===== src/rtl/pwr_dom_seq_pkg.sv =====
package pwr_dom_seq_pkg;

  typedef enum logic [3:0] {
    S_INIT,
    S_IDLE,
    S_SAVE,
    S_IREQ,
    S_WACK,
    S_WIDLE,
    S_PSW,
    S_WPWR,
    S_FETCH,
    S_RWR,
    S_FIN
  } seq_state_t;

  localparam int QOS_FIRST_OFS = 8;
  localparam int QOS_STEP      = 4;
  localparam int CNT_UP_OFS    = 4;

endpackage


===== src/rtl/pwr_dom_bitmap.sv =====
module pwr_dom_bitmap #(
  parameter int NUM_DOM = 4,
  parameter int LAYOUT  = 1
) (
  input  logic [2*NUM_DOM-1:0] ack_word_i,
  input  logic [2*NUM_DOM-1:0] idle_word_i,
  output logic [NUM_DOM-1:0]   ack_o,
  output logic [NUM_DOM-1:0]   idle_o
);

  logic unused_bits;
  assign unused_bits = ^{ack_word_i, idle_word_i};

  for (genvar d = 0; d < NUM_DOM; d++) begin : g_map
    if (LAYOUT == 0) begin : g_same
      assign ack_o[d]  = ack_word_i[d];
      assign idle_o[d] = idle_word_i[d];
    end else if (LAYOUT == 1) begin : g_ack_high
      assign ack_o[d]  = ack_word_i[d+NUM_DOM];
      assign idle_o[d] = idle_word_i[d];
    end else begin : g_idle_high
      assign ack_o[d]  = ack_word_i[d];
      assign idle_o[d] = idle_word_i[d+NUM_DOM];
    end
  end

endmodule


===== src/rtl/pwr_dom_timer.sv =====
module pwr_dom_timer #(
  parameter int LIMIT = 1000
) (
  input  logic clk,
  input  logic rst,
  input  logic clr_i,
  input  logic run_i,
  output logic expired_o
);

  localparam int CW = $clog2(LIMIT + 1);

  logic [CW-1:0] cnt_q;

  always_ff @(posedge clk) begin
    if (rst || clr_i || !run_i) cnt_q <= '0;
    else if (cnt_q < CW'(LIMIT)) cnt_q <= cnt_q + 1'b1;
  end

  assign expired_o = run_i && !clr_i && (cnt_q >= CW'(LIMIT - 1));

  assert_timer_bound_R6: assert property (@(posedge clk) disable iff (rst)
    run_i && !clr_i |-> cnt_q < CW'(LIMIT));

endmodule


===== src/rtl/pwr_dom_shadow.sv =====
module pwr_dom_shadow #(
  parameter int DEPTH  = 20,
  parameter int DATA_W = 32,
  localparam int AW    = (DEPTH > 1) ? $clog2(DEPTH) : 1
) (
  input  logic              clk,
  input  logic              we_i,
  input  logic [AW-1:0]     waddr_i,
  input  logic [DATA_W-1:0] wdata_i,
  input  logic [AW-1:0]     raddr_i,
  output logic [DATA_W-1:0] rdata_o
);

  logic [DATA_W-1:0] mem [DEPTH];

  always_ff @(posedge clk) begin
    if (we_i) mem[waddr_i] <= wdata_i;
    rdata_o <= mem[raddr_i];
  end

endmodule


===== src/rtl/pwr_dom_seq.sv =====
module pwr_dom_seq
  import pwr_dom_seq_pkg::*;
#(
  parameter int               NUM_DOM    = 4,
  parameter int               NUM_QOS    = 5,
  parameter int               ADDR_W     = 16,
  parameter int               DATA_W     = 32,
  parameter int               CYC_PER_US = 100,
  parameter int               TMO_US     = 10000,
  parameter int               LAYOUT     = 1,
  parameter int               TRANS_CNT  = 24,
  parameter int               CNT_BASE   = 'h34,
  parameter int               CNT_STRIDE = 8,
  parameter int               QOS_BASE   = 'h1000,
  parameter int               QOS_STRIDE = 'h80,
  parameter logic [NUM_DOM-1:0] HAS_PWR  = 4'b1011,
  parameter logic [NUM_DOM-1:0] HAS_STAT = 4'b1011,
  parameter logic [NUM_DOM-1:0] HAS_REQ  = 4'b1101,
  parameter logic [NUM_DOM-1:0] HAS_QOS  = 4'b1101,
  parameter logic [NUM_DOM-1:0] HAS_CNT  = 4'b0011,
  localparam int DOM_W = (NUM_DOM > 1) ? $clog2(NUM_DOM) : 1
) (
  input  logic                 clk,
  input  logic                 rst,
  input  logic                 req_valid_i,
  input  logic [DOM_W-1:0]     req_dom_i,
  input  logic                 req_on_i,
  output logic                 ready_o,
  output logic                 done_o,
  output logic                 err_o,
  output logic [NUM_DOM-1:0]   idle_req_o,
  output logic [NUM_DOM-1:0]   pwr_off_o,
  output logic [NUM_DOM-1:0]   clk_en_o,
  input  logic [2*NUM_DOM-1:0] ack_word_i,
  input  logic [2*NUM_DOM-1:0] idle_word_i,
  input  logic [NUM_DOM-1:0]   pwr_sts_i,
  output logic                 bus_req_o,
  output logic                 bus_we_o,
  output logic [ADDR_W-1:0]    bus_addr_o,
  output logic [DATA_W-1:0]    bus_wdata_o,
  input  logic [DATA_W-1:0]    bus_rdata_i,
  input  logic                 bus_ack_i
);

  localparam int TMO_CYC  = CYC_PER_US * TMO_US;
  localparam int SH_DEPTH = NUM_DOM * NUM_QOS;
  localparam int SH_AW    = (SH_DEPTH > 1) ? $clog2(SH_DEPTH) : 1;
  localparam int CI_N     = 2 * NUM_DOM;
  localparam int CI_W     = $clog2(CI_N);
  localparam int QK_W     = (NUM_QOS > 1) ? $clog2(NUM_QOS) : 1;

  seq_state_t state_q, prev_q;

  logic [CI_W-1:0]    ci_q;
  logic [QK_W-1:0]    qk_q;
  logic [DOM_W-1:0]   dom_q;
  logic               on_q;
  logic               fail_q;
  logic [NUM_DOM-1:0] idle_req_q, pwr_off_q, clk_en_q;
  logic               done_q, err_q;
  logic               bus_req_q, bus_we_q;
  logic [ADDR_W-1:0]  bus_addr_q;
  logic [DATA_W-1:0]  bus_wdata_q;

  logic [NUM_DOM-1:0] ack_v, idle_v, is_on_v;
  logic               tmo;
  logic               tmr_run;
  logic               sh_we;
  logic [SH_AW-1:0]   sh_addr;
  logic [DATA_W-1:0]  sh_rdata;
  logic [DOM_W-1:0]   ci_dom;
  logic [ADDR_W-1:0]  cnt_addr, qos_addr;
  logic               bus_done;
  logic               unused_sts;

  pwr_dom_bitmap #(.NUM_DOM(NUM_DOM), .LAYOUT(LAYOUT)) u_map (
    .ack_word_i (ack_word_i),
    .idle_word_i(idle_word_i),
    .ack_o      (ack_v),
    .idle_o     (idle_v)
  );

  for (genvar d = 0; d < NUM_DOM; d++) begin : g_on
    if (HAS_STAT[d]) begin : g_sts
      assign is_on_v[d] = ~pwr_sts_i[d];
    end else begin : g_idl
      assign is_on_v[d] = ~idle_v[d];
    end
  end
  assign unused_sts = ^pwr_sts_i;

  assign tmr_run = (state_q == S_WACK) || (state_q == S_WIDLE) || (state_q == S_WPWR);

  pwr_dom_timer #(.LIMIT(TMO_CYC)) u_tmr (
    .clk      (clk),
    .rst      (rst),
    .clr_i    (state_q != prev_q),
    .run_i    (tmr_run),
    .expired_o(tmo)
  );

  assign sh_addr = SH_AW'(int'(dom_q) * NUM_QOS + int'(qk_q));
  assign sh_we   = (state_q == S_SAVE) && bus_req_q && bus_ack_i;

  pwr_dom_shadow #(.DEPTH(SH_DEPTH), .DATA_W(DATA_W)) u_shadow (
    .clk    (clk),
    .we_i   (sh_we),
    .waddr_i(sh_addr),
    .wdata_i(bus_rdata_i),
    .raddr_i(sh_addr),
    .rdata_o(sh_rdata)
  );

  assign ci_dom   = DOM_W'(ci_q >> 1);
  assign cnt_addr = ADDR_W'(CNT_BASE + int'(ci_dom) * CNT_STRIDE + (ci_q[0] ? CNT_UP_OFS : 0));
  assign qos_addr = ADDR_W'(QOS_BASE + int'(dom_q) * QOS_STRIDE + QOS_FIRST_OFS + QOS_STEP * int'(qk_q));
  assign bus_done = bus_req_q && bus_ack_i;

  always_ff @(posedge clk) begin
    if (rst) prev_q <= S_INIT;
    else     prev_q <= state_q;
  end

  always_ff @(posedge clk) begin
    if (rst) begin
      state_q     <= S_INIT;
      ci_q        <= '0;
      qk_q        <= '0;
      dom_q       <= '0;
      on_q        <= 1'b0;
      fail_q      <= 1'b0;
      idle_req_q  <= '0;
      pwr_off_q   <= '0;
      clk_en_q    <= '0;
      done_q      <= 1'b0;
      err_q       <= 1'b0;
      bus_req_q   <= 1'b0;
      bus_we_q    <= 1'b0;
      bus_addr_q  <= '0;
      bus_wdata_q <= '0;
    end else begin
      done_q <= 1'b0;
      err_q  <= 1'b0;
      unique case (state_q)
        S_INIT: begin
          if (!HAS_CNT[ci_dom] || bus_done) begin
            bus_req_q <= 1'b0;
            if (int'(ci_q) == CI_N - 1) state_q <= S_IDLE;
            else ci_q <= ci_q + 1'b1;
          end else if (!bus_req_q) begin
            bus_req_q   <= 1'b1;
            bus_we_q    <= 1'b1;
            bus_addr_q  <= cnt_addr;
            bus_wdata_q <= DATA_W'(TRANS_CNT);
          end
        end
        S_IDLE: begin
          if (req_valid_i) begin
            dom_q  <= req_dom_i;
            on_q   <= req_on_i;
            fail_q <= 1'b0;
            qk_q   <= '0;
            if (is_on_v[req_dom_i] == req_on_i) begin
              state_q <= S_FIN;
            end else begin
              clk_en_q[req_dom_i] <= 1'b1;
              state_q <= req_on_i ? S_PSW : S_SAVE;
            end
          end
        end
        S_SAVE: begin
          if (!HAS_QOS[dom_q]) begin
            state_q <= S_IREQ;
          end else if (bus_done) begin
            bus_req_q <= 1'b0;
            if (int'(qk_q) == NUM_QOS - 1) begin
              qk_q    <= '0;
              state_q <= S_IREQ;
            end else begin
              qk_q <= qk_q + 1'b1;
            end
          end else if (!bus_req_q) begin
            bus_req_q  <= 1'b1;
            bus_we_q   <= 1'b0;
            bus_addr_q <= qos_addr;
          end
        end
        S_IREQ: begin
          if (!HAS_REQ[dom_q]) begin
            state_q <= on_q ? S_FETCH : S_PSW;
          end else begin
            idle_req_q[dom_q] <= ~on_q;
            state_q <= S_WACK;
          end
        end
        S_WACK: begin
          if (ack_v[dom_q] == ~on_q) state_q <= S_WIDLE;
          else if (tmo) begin
            fail_q  <= 1'b1;
            state_q <= S_FIN;
          end
        end
        S_WIDLE: begin
          if (idle_v[dom_q] == ~on_q) state_q <= on_q ? S_FETCH : S_PSW;
          else if (tmo) begin
            fail_q  <= 1'b1;
            state_q <= S_FIN;
          end
        end
        S_PSW: begin
          if (!HAS_PWR[dom_q]) begin
            state_q <= on_q ? S_IREQ : S_FIN;
          end else begin
            pwr_off_q[dom_q] <= ~on_q;
            state_q <= S_WPWR;
          end
        end
        S_WPWR: begin
          if (is_on_v[dom_q] == on_q) state_q <= on_q ? S_IREQ : S_FIN;
          else if (tmo) begin
            fail_q  <= 1'b1;
            state_q <= S_FIN;
          end
        end
        S_FETCH: begin
          state_q <= HAS_QOS[dom_q] ? S_RWR : S_FIN;
        end
        S_RWR: begin
          if (bus_done) begin
            bus_req_q <= 1'b0;
            if (int'(qk_q) == NUM_QOS - 1) begin
              qk_q    <= '0;
              state_q <= S_FIN;
            end else begin
              qk_q    <= qk_q + 1'b1;
              state_q <= S_FETCH;
            end
          end else if (!bus_req_q) begin
            bus_req_q   <= 1'b1;
            bus_we_q    <= 1'b1;
            bus_addr_q  <= qos_addr;
            bus_wdata_q <= sh_rdata;
          end
        end
        S_FIN: begin
          clk_en_q <= '0;
          done_q   <= 1'b1;
          err_q    <= fail_q;
          state_q  <= S_IDLE;
        end
        default: state_q <= S_IDLE;
      endcase
    end
  end

  assign ready_o     = (state_q == S_IDLE);
  assign done_o      = done_q;
  assign err_o       = err_q;
  assign idle_req_o  = idle_req_q;
  assign pwr_off_o   = pwr_off_q;
  assign clk_en_o    = clk_en_q;
  assign bus_req_o   = bus_req_q;
  assign bus_we_o    = bus_we_q;
  assign bus_addr_o  = bus_addr_q;
  assign bus_wdata_o = bus_wdata_q;

  assert_onehot_clken_R10: assert property (@(posedge clk) disable iff (rst)
    $onehot0(clk_en_q));

  assert_busy_not_ready_R11: assert property (@(posedge clk) disable iff (rst)
    (|clk_en_q) |-> !ready_o);

  assert_done_pulse_R9: assert property (@(posedge clk) disable iff (rst)
    done_q |=> !done_q);

  assert_err_with_done_R9: assert property (@(posedge clk) disable iff (rst)
    err_q |-> done_q);

  assert_bus_hold_R12: assert property (@(posedge clk) disable iff (rst)
    bus_req_q && !bus_ack_i |=> bus_req_q && $stable(bus_addr_q) && $stable(bus_we_q));

  for (genvar d = 0; d < NUM_DOM; d++) begin : g_order
    if (HAS_REQ[d] && HAS_PWR[d]) begin : g_chk
      assert_off_isolated_R2: assert property (@(posedge clk) disable iff (rst)
        $rose(pwr_off_q[d]) |-> idle_req_q[d]);
      assert_on_before_release_R3: assert property (@(posedge clk) disable iff (rst)
        $fell(idle_req_q[d]) |-> !pwr_off_q[d]);
    end
  end

endmodule


===== config.mk =====
export PLATFORM = sky130hd
export DESIGN_NAME = pwr_dom_seq
export DESIGN_NICKNAME = d
export VERILOG_FILES = /design/src/rtl/pwr_dom_seq_pkg.sv /design/src/rtl/pwr_dom_bitmap.sv /design/src/rtl/pwr_dom_timer.sv /design/src/rtl/pwr_dom_shadow.sv /design/src/rtl/pwr_dom_seq.sv
export SDC_FILE = /design/constraint.sdc
export NUM_CORES = 1
export LEC_CHECK = 0
export BUFFER_PORTS_ARGS = -buffer_cell sky130_fd_sc_hd__buf_4
export CORE_AREA = 3 3 355 287
export DETAILED_ROUTE_END_ITERATION = 16
export DIE_AREA = 0 0 358 290
export GPL_TIMING_DRIVEN = 0
export PLACE_DENSITY_LB_ADDON = 0.05
export SYNTH_ARGS = -nofsm -noshare
export SYNTH_HDL_FRONTEND = slang
export SYNTH_SLANG_ARGS = --single-unit

===== constraint.sdc =====
create_clock -name clk -period 6.92 [get_ports clk]
set_clock_uncertainty 0.2 [all_clocks]
set_input_delay 0.692 -clock clk [delete_from_list [all_inputs] [get_ports clk]]
set_output_delay 0.692 -clock clk [all_outputs]
set_load 0.05 [all_outputs]

==> impl_results.md <==
- Antenna violations before repair: 1
- Comb pwr share: 1.6%
- Buf/Inv on CP: 6
- Reg power frac: 51.5%
- Post-synth top area share: 65.0%
- CTS max path bufs: 3
- Fin util: 36.2%
- Die height: 290 um
- Vias: 16300
- Pwr Total: 0.00970 W
- Asr flop ratio synth: 0%
- Drt first pass iters: 5
- Max Slew Vio Count: 0
- Port Buffers: 104
- GR peak layer: met2
- Complex-gate fraction of the synthesized area: 5.50%
- Residual DRC: 0
- Main combinational cell family by area after synthesis: multiplexers
- WL final: 86700 um
- Netlist cell types: 74
- Hold path endpoint: on_q
- Simple-Gate Fraction of Synth Area: 5.01%
- Status: finished clean
- Pin count of the biggest net entering global routing: 21
- Synth Area in XOR/XNOR: 0.652%
- Slew HR: 12.9%
- Met1 Track Usage GR: 25.0%
- Register-to-Register Setup Slack: 1.49 ns
- R2R Path Start: qk_q[1]
- Clock Latency Late Sink: 0.65 ns
- DP Worst Slack: 1.55 ns
- Layout cells sized above 1: 26.3%
- DP HPWL: 57700 um
- Core area: 98500 um^2
- Post-Syn Instances: 1658
- Worst path cell trace: ha_1 -> ha_1 -> buf_2 -> buf_1 -> clkbuf_1 -> nand3b_1 -> nor3_2 -> buf_6 -> buf_6 -> buf_6
- Avg WL per Cell: 26.4 um
- Unrepaired setup endpoints after global routing: false
- Final min period: 5.43 ns
- Mapped Area: 29500 um^2
- Nets: 1974
- Most common cell in the synthesized netlist: edfxtp_1
- Grt ovf: 0
- Starting DRC count in detailed routing: 1561
- PwrDens: 272 nW/um^2
- All-Layer GR Usage: 16.8%
- Main synth FF type: edfxtp_1
- Worst hold stages: 3
- Internal: 0.00769 W
- R2r endpoint: u_shadow.mem[6][18]
- Vias in the first global route: 16800
- Clock power frac: 46.9%
- Fmax: 0.184 GHz
- Worst min-delay path class: primary input to register
- CP Class: register to register
- Resize count post-CTS: 0
- Register-to-Register Path Depth: 10
- Vias per cell: 4.96
- Post-synth EDFFs: 640
- CP startpoint kind: register
- Avg Inst Size Synth: 17.8 um^2
- CTS Buf Count: 86
- Worst-Margin Slew: 1.30 ns
- Fin crit share: 78.5%
- Met2 usage: 25.4%
- CP required: 7.05 ns
- Placed cell count: 3123
- Layout area overhead: 20.8%
- Routability cong.: 0.793
- Post-synth top area cell: edfxtp_1
- Antenna Nets Post-Route: 0
- Die W: 358 um
- Commonest cells in the synthesized netlist: edfxtp_1 (640), mux4_2 (165), dfxtp_1 (126), nand2_1 (109), nor2_1 (96)
- Global-route wire length before repair: 125000 um
- Hold slack final: 0.120 ns
- Crit-path max FO: 10
- Cts hold-fix bufs: 0
- Post-CTS Setup Inserts: 0
- CTS Sinks: 766
- Final Non-Filler Cells: 3282
- Clk root buf: clkbuf_16
- Slack of the critical path: 1.49 ns
- # rows: 103
- GRT met3 Usage: 2.66%
- Clock H-tree levels: 3
- Top cells by area, synth: edfxtp_1 (65%), mux4_2 (13%), dfxtp_1 (8.5%)
- CP peak stage delay: 0.81 ns
- Max stage delay cell, worst path: buf_1
- Worst path arrival time: 5.56 ns
- Delay-heaviest family, CP: buffers and inverters
- Starting density of the core: 30.0%
- Hold Violations, Final: 0
- Min-delay src: req_on_i
- CTS tree: built
- Final number of setup-violating endpoints: 0
- CP Capture Type: register
- Top cell by count, worst path: buf_6
- Synth Area in Adders: 0.703%
- #FFs+latches synth: 766
- Peak supply drop: 0.194 mV
- Switching part of the total: 20.7%
- Maxcap violations: 0
- Die area: 104000 um^2
- Ant diodes: 0
- Clk pin slew, worst setup/hold paths: 0.06 ns
- Net Switching: 0.00201 W
- P_leak: 11.3 nW
- Register area share after synthesis: 73.6%
- Multiplexer share of the synthesized area: 12.7%
- Synth warnings: 0
- Top Ports: 124
stage by stage:
stage          setup TNS, ns  cell area (um^2)
3_3_place_gp         -655.71             32000
5_1_grt                    0             35700
6_report                   0             35700
2_1_floorplan              0             29600
4_1_cts                    0             35700
3_5_place_dp               0             32900
worst min-delay path, delay by kind of cell:
| kind | cells | cell delay (ns) |
|---|---|---|
| buf+inv | 1 | 0.11 |
| compound gates | 1 | 0.05 |
| simple gates | 1 | 0.05 |
sequential cells by signal, indices dropped and copies added (netlist names):
register / count
bus_wdata_o: 32
err_o: 1
bus_req_o: 1
state_q: 4
prev_q: 4
qk_q: 3
done_o: 1
fail_q: 1
idle_req_o: 4
u_tmr.cnt_q: 20
bus_we_o: 1
pwr_off_o: 4
u_shadow.mem: 640
clk_en_o: 4
on_q: 1
u_shadow.rdata_o: 32
ci_q: 3
dom_q: 2
bus_addr_o: 8
power groups by stage:
stage                     Clock, W  Combinational, W  Sequential [W]
final                      0.00455          0.000156         0.00500
after global routing       0.00487          0.000172         0.00499
after detailed placement         0          0.000160         0.00509
after floorplan                  0         0.0000407         0.00511
after global placement           0          0.000154         0.00509
after CTS                  0.00470          0.000160         0.00500
cell usage in the layout (no fill, tap or decap), types with 12 or more instances in the layout:
master,instances
dfxtp_1,126
clkinv_2,13
o21ai_0,30
ha_1,15
clkbuf_1,70
a22oi_1,61
clkbuf_8,12
nor2_4,16
buf_4,118
buf_2,28
buf_6,20
edfxtp_1,640
clkinv_1,12
nand3_1,15
nand2_1,109
nor2_1,80
clkbuf_16,88
o21ai_1,18
a21oi_1,95
mux4_2,165
inv_1,17
metal layers:
metal	wire length, um	part of all wire, %
met3	3650	4.2
met2	39000	45
met5	0	0
met1	42100	49
met4	2010	2.3
how the worst max path moves through the flow:
stage | start | to | slack (ns) | depth (start not counted)
floorplan | qk_q[1] | u_shadow.mem[4][0] | 1.94 | 7
global placement | dom_q[1] | u_shadow.mem[7][14] | -3.05 | 7
detailed placement | dom_q[1] | u_shadow.mem[6][14] | 1.55 | 10
CTS | dom_q[1] | u_shadow.mem[6][14] | 1.51 | 10
global route | qk_q[1] | u_shadow.mem[6][14] | 1.30 | 10
finish | qk_q[1] | u_shadow.mem[6][18] | 1.49 | 10
cell type report:
class	count	area [um^2]
multi-input cells	778	7430
well taps	1312	1640
clock buffers	119	2440
inverters	18	67.6
plain buffers	103	485
repair buffers	146	1490
clock inverters	40	380
fillers	9298	62800
flip-flops and latches	766	21700
logic make-up after synthesis:
logic type,count (synthesis)
AOI/OAI and AO/OA,256
xor gates and xnor gates,22
adders and majority gates,16
buffers and inverters,121
DFF,766
muxes,168
other,1
and+or+nand+nor,308
Power figures use the tool's default switching activity.
